===== src/rtl/ssc_pkg.sv =====
package ssc_pkg;

    // Validity of the one-deep history stage.
    typedef enum logic {
        HIST_EMPTY  = 1'b0,
        HIST_PRIMED = 1'b1
    } hist_state_e;

    // Single-bit report flags carried between compare and report stage.
    typedef struct packed {
        logic pulse;
        logic sticky;
    } err_flags_t;

    // A bit is judged only when neither cycle marks it as don't-care.
    function automatic logic bit_judged(input logic mask_now, input logic mask_then);
        return !(mask_now || mask_then);
    endfunction

    // Bit failure: judged, enabled and changed.
    function automatic logic bit_failed(input logic en, input logic judged,
                                        input logic now_v, input logic then_v);
        return en && judged && (now_v != then_v);
    endfunction

endpackage


===== src/rtl/ssc_report.sv =====
module ssc_report
    import ssc_pkg::*;
#(
    parameter int W = 32
) (
    input  logic         clk,
    input  logic         rst,
    input  logic [W-1:0] fail_vec,
    output logic         err_pulse,
    output logic         err_sticky,
    output logic [W-1:0] err_bits
);

    err_flags_t flags_q;
    err_flags_t flags_d;
    logic [W-1:0] bits_q;

    always_comb begin
        flags_d.pulse  = |fail_vec;
        flags_d.sticky = flags_q.sticky | flags_d.pulse;
    end

    always_ff @(posedge clk) begin
        if (rst) begin
            flags_q <= '0;
            bits_q  <= '0;
        end else begin
            flags_q <= flags_d;
            bits_q  <= fail_vec;
        end
    end

    assign err_pulse  = flags_q.pulse;
    assign err_sticky = flags_q.sticky;
    assign err_bits   = bits_q;

endmodule


===== config.mk =====
export PLATFORM = sky130hd
export DESIGN_NAME = ssc_report
export DESIGN_NICKNAME = d
export VERILOG_FILES = /design/src/rtl/ssc_pkg.sv /design/src/rtl/ssc_report.sv
export SDC_FILE = /design/constraint.sdc
export NUM_CORES = 1
export LEC_CHECK = 0
export BUFFER_PORTS_ARGS = -buffer_cell sky130_fd_sc_hd__buf_2
export CORE_UTILIZATION = 45
export CTS_BUF_LIST = sky130_fd_sc_hd__clkbuf_4 sky130_fd_sc_hd__clkbuf_8
export DETAILED_ROUTE_END_ITERATION = 8
export GPL_ROUTABILITY_DRIVEN = 0
export PLACE_DENSITY = 0.86
export SLEW_MARGIN = 5
export SYNTH_ARGS = -nofsm -noshare
export SYNTH_HDL_FRONTEND = slang
export SYNTH_SLANG_ARGS = --single-unit

===== constraint.sdc =====
create_clock -name clk -period 2.18 [get_ports clk]
set_input_delay 0.327 -clock clk [delete_from_list [all_inputs] [get_ports clk]]
set_output_delay 0.327 -clock clk [all_outputs]
set_load 0.03 [all_outputs]

Word-level counts from Yosys, hierarchy flattened. Index checks and enable logic that the tools add are counted.

Bitwise gates (word level): 1. Reduce and logical (&&, ||, !) cells: 1.

Operators by type and width (number): $reduce_or A32 Y1 (1); $or A1 B1 Y1 (1).

Register bits after elaboration: 34. Logic and storage cells: 5. Output and inout bits: 34. Input bits: 34.

Depth between registers and ports, before layout. Gate-level depths: netlist of run 1.

Depth after elaboration: 2. Gate-level depth with buffers: 3. Mapped depth without buffers: 3.

Worst setup path before layout of run 1. Ideal clock, no wire load.

Path type: input -> register. Start: in fail_vec[4]. End: reg flags_q, in the netlist err_sticky. Path slack: 1.216 ns. Data required time: 2.058 ns. Library setup time: 0.122 ns. Buffers on the path: 0. Data arrival time: 0.842 ns. Stages on the path: 3. Cells stage by stage: nor4_1 -> and4_1 -> a31oi_1.

Cells in the longest elaborated chain, start to end: 2.

RTL lines: from (decl) (RTL line ssc_report.sv:8) `input logic [W-1:0] fail_vec,`; $reduce_or A32 Y1 (RTL line ssc_report.sv:19) `flags_d.pulse = |fail_vec;`; $or A1 B1 Y1 (RTL line ssc_report.sv:20) `flags_d.sticky = flags_q.sticky | flags_d.pulse;`; to (signal assigned) (RTL line ssc_report.sv:28) `flags_q <= flags_d;`; to (decl) (RTL line ssc_report.sv:14) `err_flags_t flags_q;`.

No other way between the ends. A chain may end at the register's enable or synchronous reset.

Worst setup path after layout of run 1.
Start: reg flags_q, in the netlist err_sticky. End: out err_sticky.

RTL lines: to (decl) (RTL line ssc_report.sv:10) `output logic err_sticky,`.

No word-level cell between the ends.

==> results of run 1 <==
## kinds of logic (layout without fill, tap and decap cells)
group	count (synthesis)	in the layout	share of synthesized area, %
and+or+nand+nor	42	42	27.9
DFF	34	34	68.8
buffers and inverters	4	76	2.15
AOI/OAI and AO/OA	2	2	1.14
## power by group through the flow
| stage | combinational, mW | sequential, mW | clock, mW |
|---|---|---|---|
| floorplan | 0.0311 | 0.746 | 0 |
| global placement | 0.169 | 0.675 | 0 |
| detailed placement | 0.172 | 0.677 | 0 |
| CTS | 0.172 | 0.662 | 0.372 |
| global route | 0.182 | 0.665 | 0.407 |
| finish | 0.171 | 0.662 | 0.365 |
## cell usage after synthesis
cell,n,area (um2)
and4_1,2,17.5
buf_2,2,10.0
a21oi_1,1,5.00
clkbuf_4,1,7.51
nor2b_1,31,194
nor2b_2,1,8.76
inv_1,1,3.75
nor4_1,7,43.8
a31oi_1,1,6.26
dfxtp_1,34,681
nor4_2,1,12.5
## worst min path at each step
| stage | endpoint | cells after the start |
|---|---|---|
| after floorplan | err_bits[0] | 1 |
| after global placement | err_sticky | 2 |
| after detailed placement | err_sticky | 2 |
| after CTS | err_bits[26] | 2 |
| after global routing | err_bits[5] | 2 |
| final | err_bits[18] | 2 |
## layout make-up
class	count	area share (%)
tap	27	2.40
inverter	1	0.267
clock buffer	7	4.19
timing repair buffer	67	23.9
clock inverter	1	0.356
multi-input combinational	44	20.5
sequential	34	48.4
## per-stage QoR
stage / utilization [%] / worst slack [ns] / cell area (um2) / hold slack (ns) / instances
3_3_place_gp: 66.3 / 0.887 / 1340 / 0.447 / 173
3_5_place_dp: 66.3 / 0.910 / 1340 / 0.474 / 173
5_1_grt: 69.5 / 0.916 / 1410 / 0.200 / 181
6_report: 69.5 / 0.961 / 1410 / 0.217 / 181
4_1_cts: 69.5 / 0.961 / 1410 / 0.208 / 181
2_1_floorplan: - / 1.22 / 990 / 0.399 / 82
## per-layer routing
layer / up-vias / track usage [%] / wire length, um
li1: 410 / - / -
met1: 344 / 19.4 / 829
met2: 45 / 32.4 / 1030
met3: 11 / 9.97 / 167
met4: 0 / 13.2 / 91
met5: - / 0 / 0
## sequential cells by signal, indices dropped and copies added (netlist names)
name,count
err_sticky,1
err_pulse,1
err_bits,32
==> reports/results.txt, run 1 <==
Yosys cell types: 11
Fmax achieved: 820 MHz
Die height: 48.9 um
CTS resizes: 0
Tot Pwr: 1.20 mW
Sw frac: 26.2%
Worst R2R Path Depth: 2
Clk root buf: clkbuf_4
Total grt overflow: 0
Initial core utilization: 48.9%
Inserted Clock Buffers: 5
Core area: 2020 um2
Die area: 2390 um2
Syn avg cell area: 12.1 um2
Post-CTS Hold Buffers: 0
Post-CTS setup buffers: 0
Power Density: 852 nW/um2
Max VDD drop: 512 uV
RSZ-0062 raised after global routing: no
Antenna Nets Post-Route: 0
Detailed-placement wirelength estimate: 1620 um
H-tree levels: 2
Status: finished clean
Layout fillers: 165
GRT Total Usage: 19.7%
Final setup fails: 0
Cell Area, Synth: 990 um2
Number of antenna diodes: 0
Max stage delay on crit path: 0.36 ns
Combinational group share of total power: 14.3%
Worst-Margin Slew: 0.566 ns
Drt wl/cell: 11.7 um
Sequential element share of the synthesized area: 68.8%
Layout cell share with drive strength beyond 1: 50.0%
Critical Path Start: err_sticky
Mapped Nets: 116
CP bufs+invs: 1
Pin count of the biggest net entering global routing: 35
WS Path Type: reg -> out
CTS clk-pin slew, worst paths: 0.10 ns
Crit path launch type: register
Nets: 187
# Max-Cap Violations: 0
DR iter-0 viols: 3
CP Depth: 1
Clk pwr share: 30.5%
Yosys reg bits: 34
Crit path to: err_sticky
Fin. max-slew vios: 0
Reg-to-reg endpoint: err_sticky
Mapped Cells: 82
Crit path DAT: 0.89 ns
HP Class: in -> reg
CTS tree: done
Area Growth Syn to Fin: 42.0%
Commonest non-fill, non-tap cell in the layout: buf_2
R2R Setup Slk: 1.59 ns
# clock sinks: 34
Vias in the first global route: 763
Worst path slowest cell: dfxtp_1
Sequential Power Share: 55.3%
Global-route wire length before repair: 3310 um
Period minus WS final: 1.22 ns
Clock tree buffer depth: 2
Die Wd: 48.9 um
Final Skew: 0 ns
Clk_lat worst skew: 0.33 ns
Drt total wl: 2120 um
Area of the multi-input gates: 288 um2
Initial antenna violation count: 0
Most frequent cells in the layout: buf_2, dfxtp_1, nor2b_1
Crit. End Element: output port
Final Cycle Share: 55.9%
Final Hold Viols: 0
Crit-path leading delay family: flip-flops
Via density per instance: 4.48
Critical Path, Cell by Cell: buf_2
Post-route setup TNS: 0 ns
# DRC: 0
Port Buffers: 67
Syn. warnings: 0
First-pass iteration count of the detailed router: 4
Req. time, crit path: 1.85 ns
Rel. slew slack: 62.3%
Leak pwr: 0.703 nW
P_int: 0.883 mW
Routed via count: 810
Cell Rows: 16
Crit Path Max Fanout: 2
Register area: 681 um2
Hold Startpoint: fail_vec[18]
Switching pwr: 0.314 mW
R2R Path Start: err_sticky
I/O pin count: 68
No activity file was read; power rests on OpenSTA's default activity.
==> run 2: changes to the inputs <==
--- a/config.mk
+++ b/config.mk
@@ -6,11 +6,11 @@
 export NUM_CORES = 1
 export LEC_CHECK = 0
 export BUFFER_PORTS_ARGS = -buffer_cell sky130_fd_sc_hd__buf_2
-export CORE_UTILIZATION = 45
+export CORE_UTILIZATION = 37
 export CTS_BUF_LIST = sky130_fd_sc_hd__clkbuf_4 sky130_fd_sc_hd__clkbuf_8
 export DETAILED_ROUTE_END_ITERATION = 8
 export GPL_ROUTABILITY_DRIVEN = 0
-export PLACE_DENSITY = 0.86
+export PLACE_DENSITY = 0.76
 export SLEW_MARGIN = 5
 export SYNTH_ARGS = -nofsm -noshare
 export SYNTH_HDL_FRONTEND = slang
==> constraint.sdc (replaced) <==
create_clock -name clk -period 1 [get_ports clk]
set_input_delay 0.15 -clock clk [delete_from_list [all_inputs] [get_ports clk]]
set_output_delay 0.15 -clock clk [all_outputs]
set_load 0.03 [all_outputs]
==> reports/results.txt, run 2 (synthesized netlist as in run 1, its figures left out) <==
Period minus WS final: 0.979 ns
Crit Path Max Fanout: 1 (was 2)
Via density per instance: 4.51 (was 4.48)
Max VDD drop: 1270 uV (was 512 uV)
Status: finished clean (unchanged)
Port Buffers: 67 (unchanged)
Initial antenna violation count: 0 (unchanged)
Die area: 2890 um2 (was 2390 um2)
Crit. End Element: output port (unchanged)
Vias in the first global route: 766 (was 763)
Power Density: 1710 nW/um2 (was 852 nW/um2)
Cell Rows: 18 (was 16)
WS Path Type: reg -> out (unchanged)
# Max-Cap Violations: 0 (unchanged)
Drt wl/cell: 11.9 um (was 11.7 um)
Initial core utilization: 39.6% (was 48.9%)
Pin count of the biggest net entering global routing: 27 (was 35)
Detailed-placement wirelength estimate: 1620 um (about the same)
Req. time, crit path: 0.85 ns (was 1.85 ns)
Drt total wl: 2220 um (was 2120 um)
Core area: 2500 um2 (was 2020 um2)
Inserted Clock Buffers: 5 (unchanged)
GRT Total Usage: 16.7% (was 19.7%)
Crit path launch type: register (unchanged)
Worst path slowest cell: dfxtp_1 (unchanged)
Leak pwr: 0.770 nW (was 0.703 nW)
# DRC: 0 (unchanged)
Most frequent cells in the layout: buf_2, nor2b_1, buf_6 (was buf_2, dfxtp_1, nor2b_1)
Critical Path, Cell by Cell: buf_4 (was buf_2)
Number of antenna diodes: 0 (unchanged)
Antenna Nets Post-Route: 0 (unchanged)
Post-route setup TNS: 0 ns (unchanged)
Worst-Margin Slew: 0.367 ns (was 0.566 ns)
Clk_lat worst skew: 0.33 ns (about the same)
Final Skew: 0 ns (unchanged)
First-pass iteration count of the detailed router: 3 (was 4)
Clk root buf: clkbuf_4 (unchanged)
CTS tree: done (unchanged)
Crit path DAT: 0.83 ns (was 0.89 ns)
Final Cycle Share: 97.9%
Fin. max-slew vios: 0 (unchanged)
Clock tree buffer depth: 2 (unchanged)
# clock sinks: 34 (unchanged)
Crit-path leading delay family: flip-flops (unchanged)
Hold Slack: 0.0409 ns (was 0.217 ns)
Post-CTS Hold Buffers: 0 (unchanged)
Fmax achieved: 1020 MHz
Max reg flops: 32 (unchanged)
Nets: 190 (was 187)
Routed via count: 844 (was 810)
Commonest non-fill, non-tap cell in the layout: buf_2 (unchanged)
Rel. slew slack: 75.3% (was 62.3%)
H-tree levels: 2 (unchanged)
Area Growth Syn to Fin: 67.3% (was 42.0%)
RSZ-0062 raised after global routing: yes (was no)
CTS clk-pin slew, worst paths: 0.10 ns (about the same)
Total grt overflow: 0 (unchanged)
CP bufs+invs: 1 (unchanged)
Final Hold Viols: 0 (unchanged)
Global-route wire length before repair: 3130 um (was 3310 um)
Die height: 53.7 um (was 48.9 um)
Max stage delay on crit path: 0.34 ns (was 0.36 ns)
HP Class: in -> reg (unchanged)
Layout cell share with drive strength beyond 1: 61.8% (was 50.0%)
I/O pin count: 68 (unchanged)
Die Wd: 53.7 um (was 48.9 um)
DR iter-0 viols: 4 (was 3)
Final setup fails: 0 (unchanged)
[run 2: changes by cell type in the layout (fill, tap and decap cells not counted)]
cell,previous run,this run
buf_12,0,1
buf_2,67,33
buf_4,0,12
buf_6,0,24
clkbuf_4,6,5
clkbuf_8,1,3
clkinv_2,1,0
dfxtp_1,34,17
dfxtp_2,0,17
[run 2: path summary, 6_finish.rpt]
path,startpoint,end,slack [ns],cells past startpoint
setup / recovery,err_bits[8],err_bits[8],0.02,1
hold / removal,fail_vec[28],err_bits[28],0.04,2
setup reg to reg,err_sticky,err_sticky,0.44,2
hold reg to reg,err_sticky,err_sticky,0.48,2
[run 2: layer usage]
metal / up-vias / track usage, % / wire (um)
met5: - / 0 / 0
met4: 0 / 11.8 / 48
met3: 6 / 11.9 / 237
met2: 45 / 27.0 / 1230
met1: 375 / 14.3 / 709
li1: 418 / - / -
[run 2: report_power, final]
part	switching [mW]	internal, mW	leakage [nW]
registers	0.0290	1.43	0.288
logic	0.244	0.213	0.438
clock network	0.432	0.480	0.0446
total	0.705	2.13	0.770
[run 2: timing repair]
action                                  CTS  global route
resized for setup                        14            82
setup buffers                             0             0
endpoints found under the setup margin   13            33
[run 2: layout make-up]
| cell class | instances | area (um2) |
|---|---|---|
| Timing Repair Buffer | 70 | 546 |
| Clock buffer | 8 | 78.8 |
| Tap cell | 30 | 37.5 |
| Fill cell | 214 | 845 |
| Sequential cell | 34 | 702 |
| Inverter | 1 | 3.75 |
| Multi-Input combinational cell | 44 | 288 |
[run 2: through the flow]
step           cells  power (mW)  instance area, um2  worst slack, ns  utilization (%)
6_report         187        2.83                1660           0.0208             66.2
3_5_place_dp     179        1.86                1380           -0.111             55.2
2_1_floorplan     82        1.69                 990            0.213                -
4_1_cts          187        2.79                1500         0.000209             59.8
5_1_grt          187        2.97                1660          -0.0221             66.2
3_3_place_gp     179        1.85                1380           -0.124             55.2
==> run 3: changes to the inputs <==
--- a/config.mk
+++ b/config.mk
@@ -11,6 +11,7 @@
 export DETAILED_ROUTE_END_ITERATION = 8
 export GPL_ROUTABILITY_DRIVEN = 0
 export PLACE_DENSITY = 0.76
+export REMOVE_ABC_BUFFERS = 1
 export SLEW_MARGIN = 5
 export SYNTH_ARGS = -nofsm -noshare
 export SYNTH_HDL_FRONTEND = slang
==> constraint.sdc (replaced) <==
create_clock -name clk -period 0.85 [get_ports clk]
set_input_delay 0.1275 -clock clk [delete_from_list [all_inputs] [get_ports clk]]
set_output_delay 0.1275 -clock clk [all_outputs]
set_load 0.03 [all_outputs]
==> reports/results.txt, run 3 (synthesized netlist as in run 1, its figures left out) <==
Status: complete, but fails checks (was finished clean)
Failing checks: setup timing
Detailed-placement wirelength estimate: 1550 um (was 1620 um)
Req. time, crit path: 0.72 ns (was 0.85 ns)
Drt wl/cell: 11.4 um (was 11.9 um)
Nets: 189 (was 190)
CP Depth: 1 (unchanged)
Via density per instance: 4.51 (about the same)
DR iter-0 viols: 2 (was 4)
Die area: 2890 um2 (unchanged)
# DRC: 0 (unchanged)
Number of antenna diodes: 0 (unchanged)
Crit path DAT: 0.78 ns (was 0.83 ns)
Total grt overflow: 0 (unchanged)
Max VDD drop: 1520 uV (was 1270 uV)
Critical Path Start: err_sticky (was err_bits[8])
Crit-path leading delay family: flip-flops (unchanged)
Sequential Power Share: 56.8% (was 51.6%)
Placed cells: 177 (was 179)
Switching pwr: 0.794 mW (was 0.705 mW)
Non-filler cells, final: 185 (was 187)
Sw frac: 26.0% (was 24.9%)
Hold Startpoint: fail_vec[18] (was fail_vec[28])
HP Class: in -> reg (unchanged)
Inserted Clock Buffers: 5 (unchanged)
Port Buffers: 67 (unchanged)
Layout cell share with drive strength beyond 1: 72.3% (was 61.8%)
Crit Path Max Fanout: 2 (was 1)
Period minus WS final: 0.910 ns
Final Skew: 0 ns (unchanged)
Global-route wire length before repair: 3110 um (was 3130 um)
Final Hold Viols: 0 (unchanged)
CTS tree: done (unchanged)
WS Path Type: reg -> out (unchanged)
Die height: 53.7 um (unchanged)
Die Wd: 53.7 um (unchanged)
Combinational group share of total power: 18.1% (was 16.2%)
Fin. max-slew vios: 0 (unchanged)
Clk_lat worst skew: 0.31 ns (was 0.33 ns)
Max stage delay on crit path: 0.35 ns (was 0.34 ns)
Final WS setup: -0.0599 ns (was 0.0208 ns)
First-pass iteration count of the detailed router: 4 (was 3)
Routed via count: 834 (was 844)
Vias in the first global route: 773 (was 766)
H-tree levels: 2 (unchanged)
Crit path launch type: register (unchanged)
Clk pwr share: 25.1% (was 32.2%)
Pin count of the biggest net entering global routing: 35 (was 27)
Most frequent cells in the layout: dfxtp_2, buf_6, buf_2 (was buf_2, nor2b_1, buf_6)
Max reg flops: 32 (unchanged)
Clock tree buffer depth: 2 (unchanged)
GRT Total Usage: 16.2% (was 16.7%)
# clock sinks: 34 (unchanged)
Core area: 2500 um2 (unchanged)
Critical Path, Cell by Cell: buf_6 (was buf_4)
Clk root buf: clkbuf_4 (unchanged)
I/O pin count: 68 (unchanged)
RSZ-0062 raised after global routing: yes (unchanged)
CP bufs+invs: 1 (unchanged)
Final setup fails: 34 (was 0)
P_int: 2.26 mW (was 2.13 mW)
Post-CTS Hold Buffers: 0 (unchanged)
Power Density: 1820 nW/um2 (was 1710 nW/um2)
Final Cycle Share: 107%
Hold Slack: 0.0332 ns (was 0.0409 ns)
Initial antenna violation count: 0 (unchanged)
# Max-Cap Violations: 0 (unchanged)
Area Growth Syn to Fin: 69.3% (was 67.3%)
R2R Path Start: err_sticky (unchanged)
Initial core utilization: 39.6% (unchanged)
CTS clk-pin slew, worst paths: 0.10 ns (about the same)
Worst path slowest cell: dfxtp_2 (was dfxtp_1)
Cell Rows: 18 (unchanged)
Drt total wl: 2100 um (was 2220 um)
Worst R2R Path Depth: 3 (was 2)
Fmax achieved: 1100 MHz
Antenna Nets Post-Route: 0 (unchanged)
Crit. End Element: output port (unchanged)
Leak pwr: 0.765 nW (was 0.770 nW)
Worst-Margin Slew: 0.346 ns (was 0.367 ns)
Layout Utilization: 67.0% (was 66.2%)
Rel. slew slack: 76.7% (was 75.3%)
Hold path depth: 2 (unchanged)
[run 3: changes by cell type in the layout (fill, tap and decap cells not counted), sizes merged]
cell,delta
buf,-1
clkbuf,-3
clkinv,+2
[run 3: power groups by stage]
stage | clock network [mW] | logic (mW) | registers, mW
after global routing | 0.886 | 0.588 | 1.74
final | 0.767 | 0.552 | 1.73
after CTS | 0.810 | 0.551 | 1.73
after floorplan | 0 | 0.0602 | 1.91
after global placement | 0 | 0.443 | 1.73
after detailed placement | 0 | 0.450 | 1.73
[run 3: layer usage]
metal  vias to the layer above  wire length, um  track usage [%]
met5                         -                0                0
met4                         0               27             7.89
met3                         2              137             6.50
met2                        35             1170             32.1
met1                       378              769             13.2
li1                        419                -                -
[run 3: what timing repair did]
| item | in CTS | in global routing |
|---|---|---|
| setup buffers | 0 | 1 |
| pin swaps | 0 | 0 |
| cloned | 0 | 0 |
| endpoints found under the setup margin | 34 | 34 |
| resized for setup | 102 | 0 |
[run 3: cell type report]
class,instances,area (um2)
multi-input combinational,44,288
clock buffer,5,37.5
tap,30,37.5
inverter,1,3.75
fill,204,825
timing repair buffer,69,576
sequential,34,723
clock inverter,2,10.0
[run 3: path summary, 6_finish.rpt]
path / slack [ns] / endpoint
min: 0.03 / err_bits[18]
min reg2reg: 0.59 / err_sticky
max reg2reg: 0.19 / err_sticky
max: -0.06 / err_sticky
[run 3: stage by stage]
stage | setup slack (ns) | setup TNS [ns] | power [mW] | cell area (um2)
4_1_cts | -0.0862 | -2.04 | 3.09 | 1670
2_1_floorplan | 0.0853 | 0 | 1.97 | 972
6_report | -0.0599 | -1.33 | 3.05 | 1680
5_1_grt | -0.105 | -2.84 | 3.22 | 1680
3_5_place_dp | -0.232 | -0.441 | 2.18 | 1370
3_3_place_gp | -0.202 | -0.384 | 2.17 | 1370
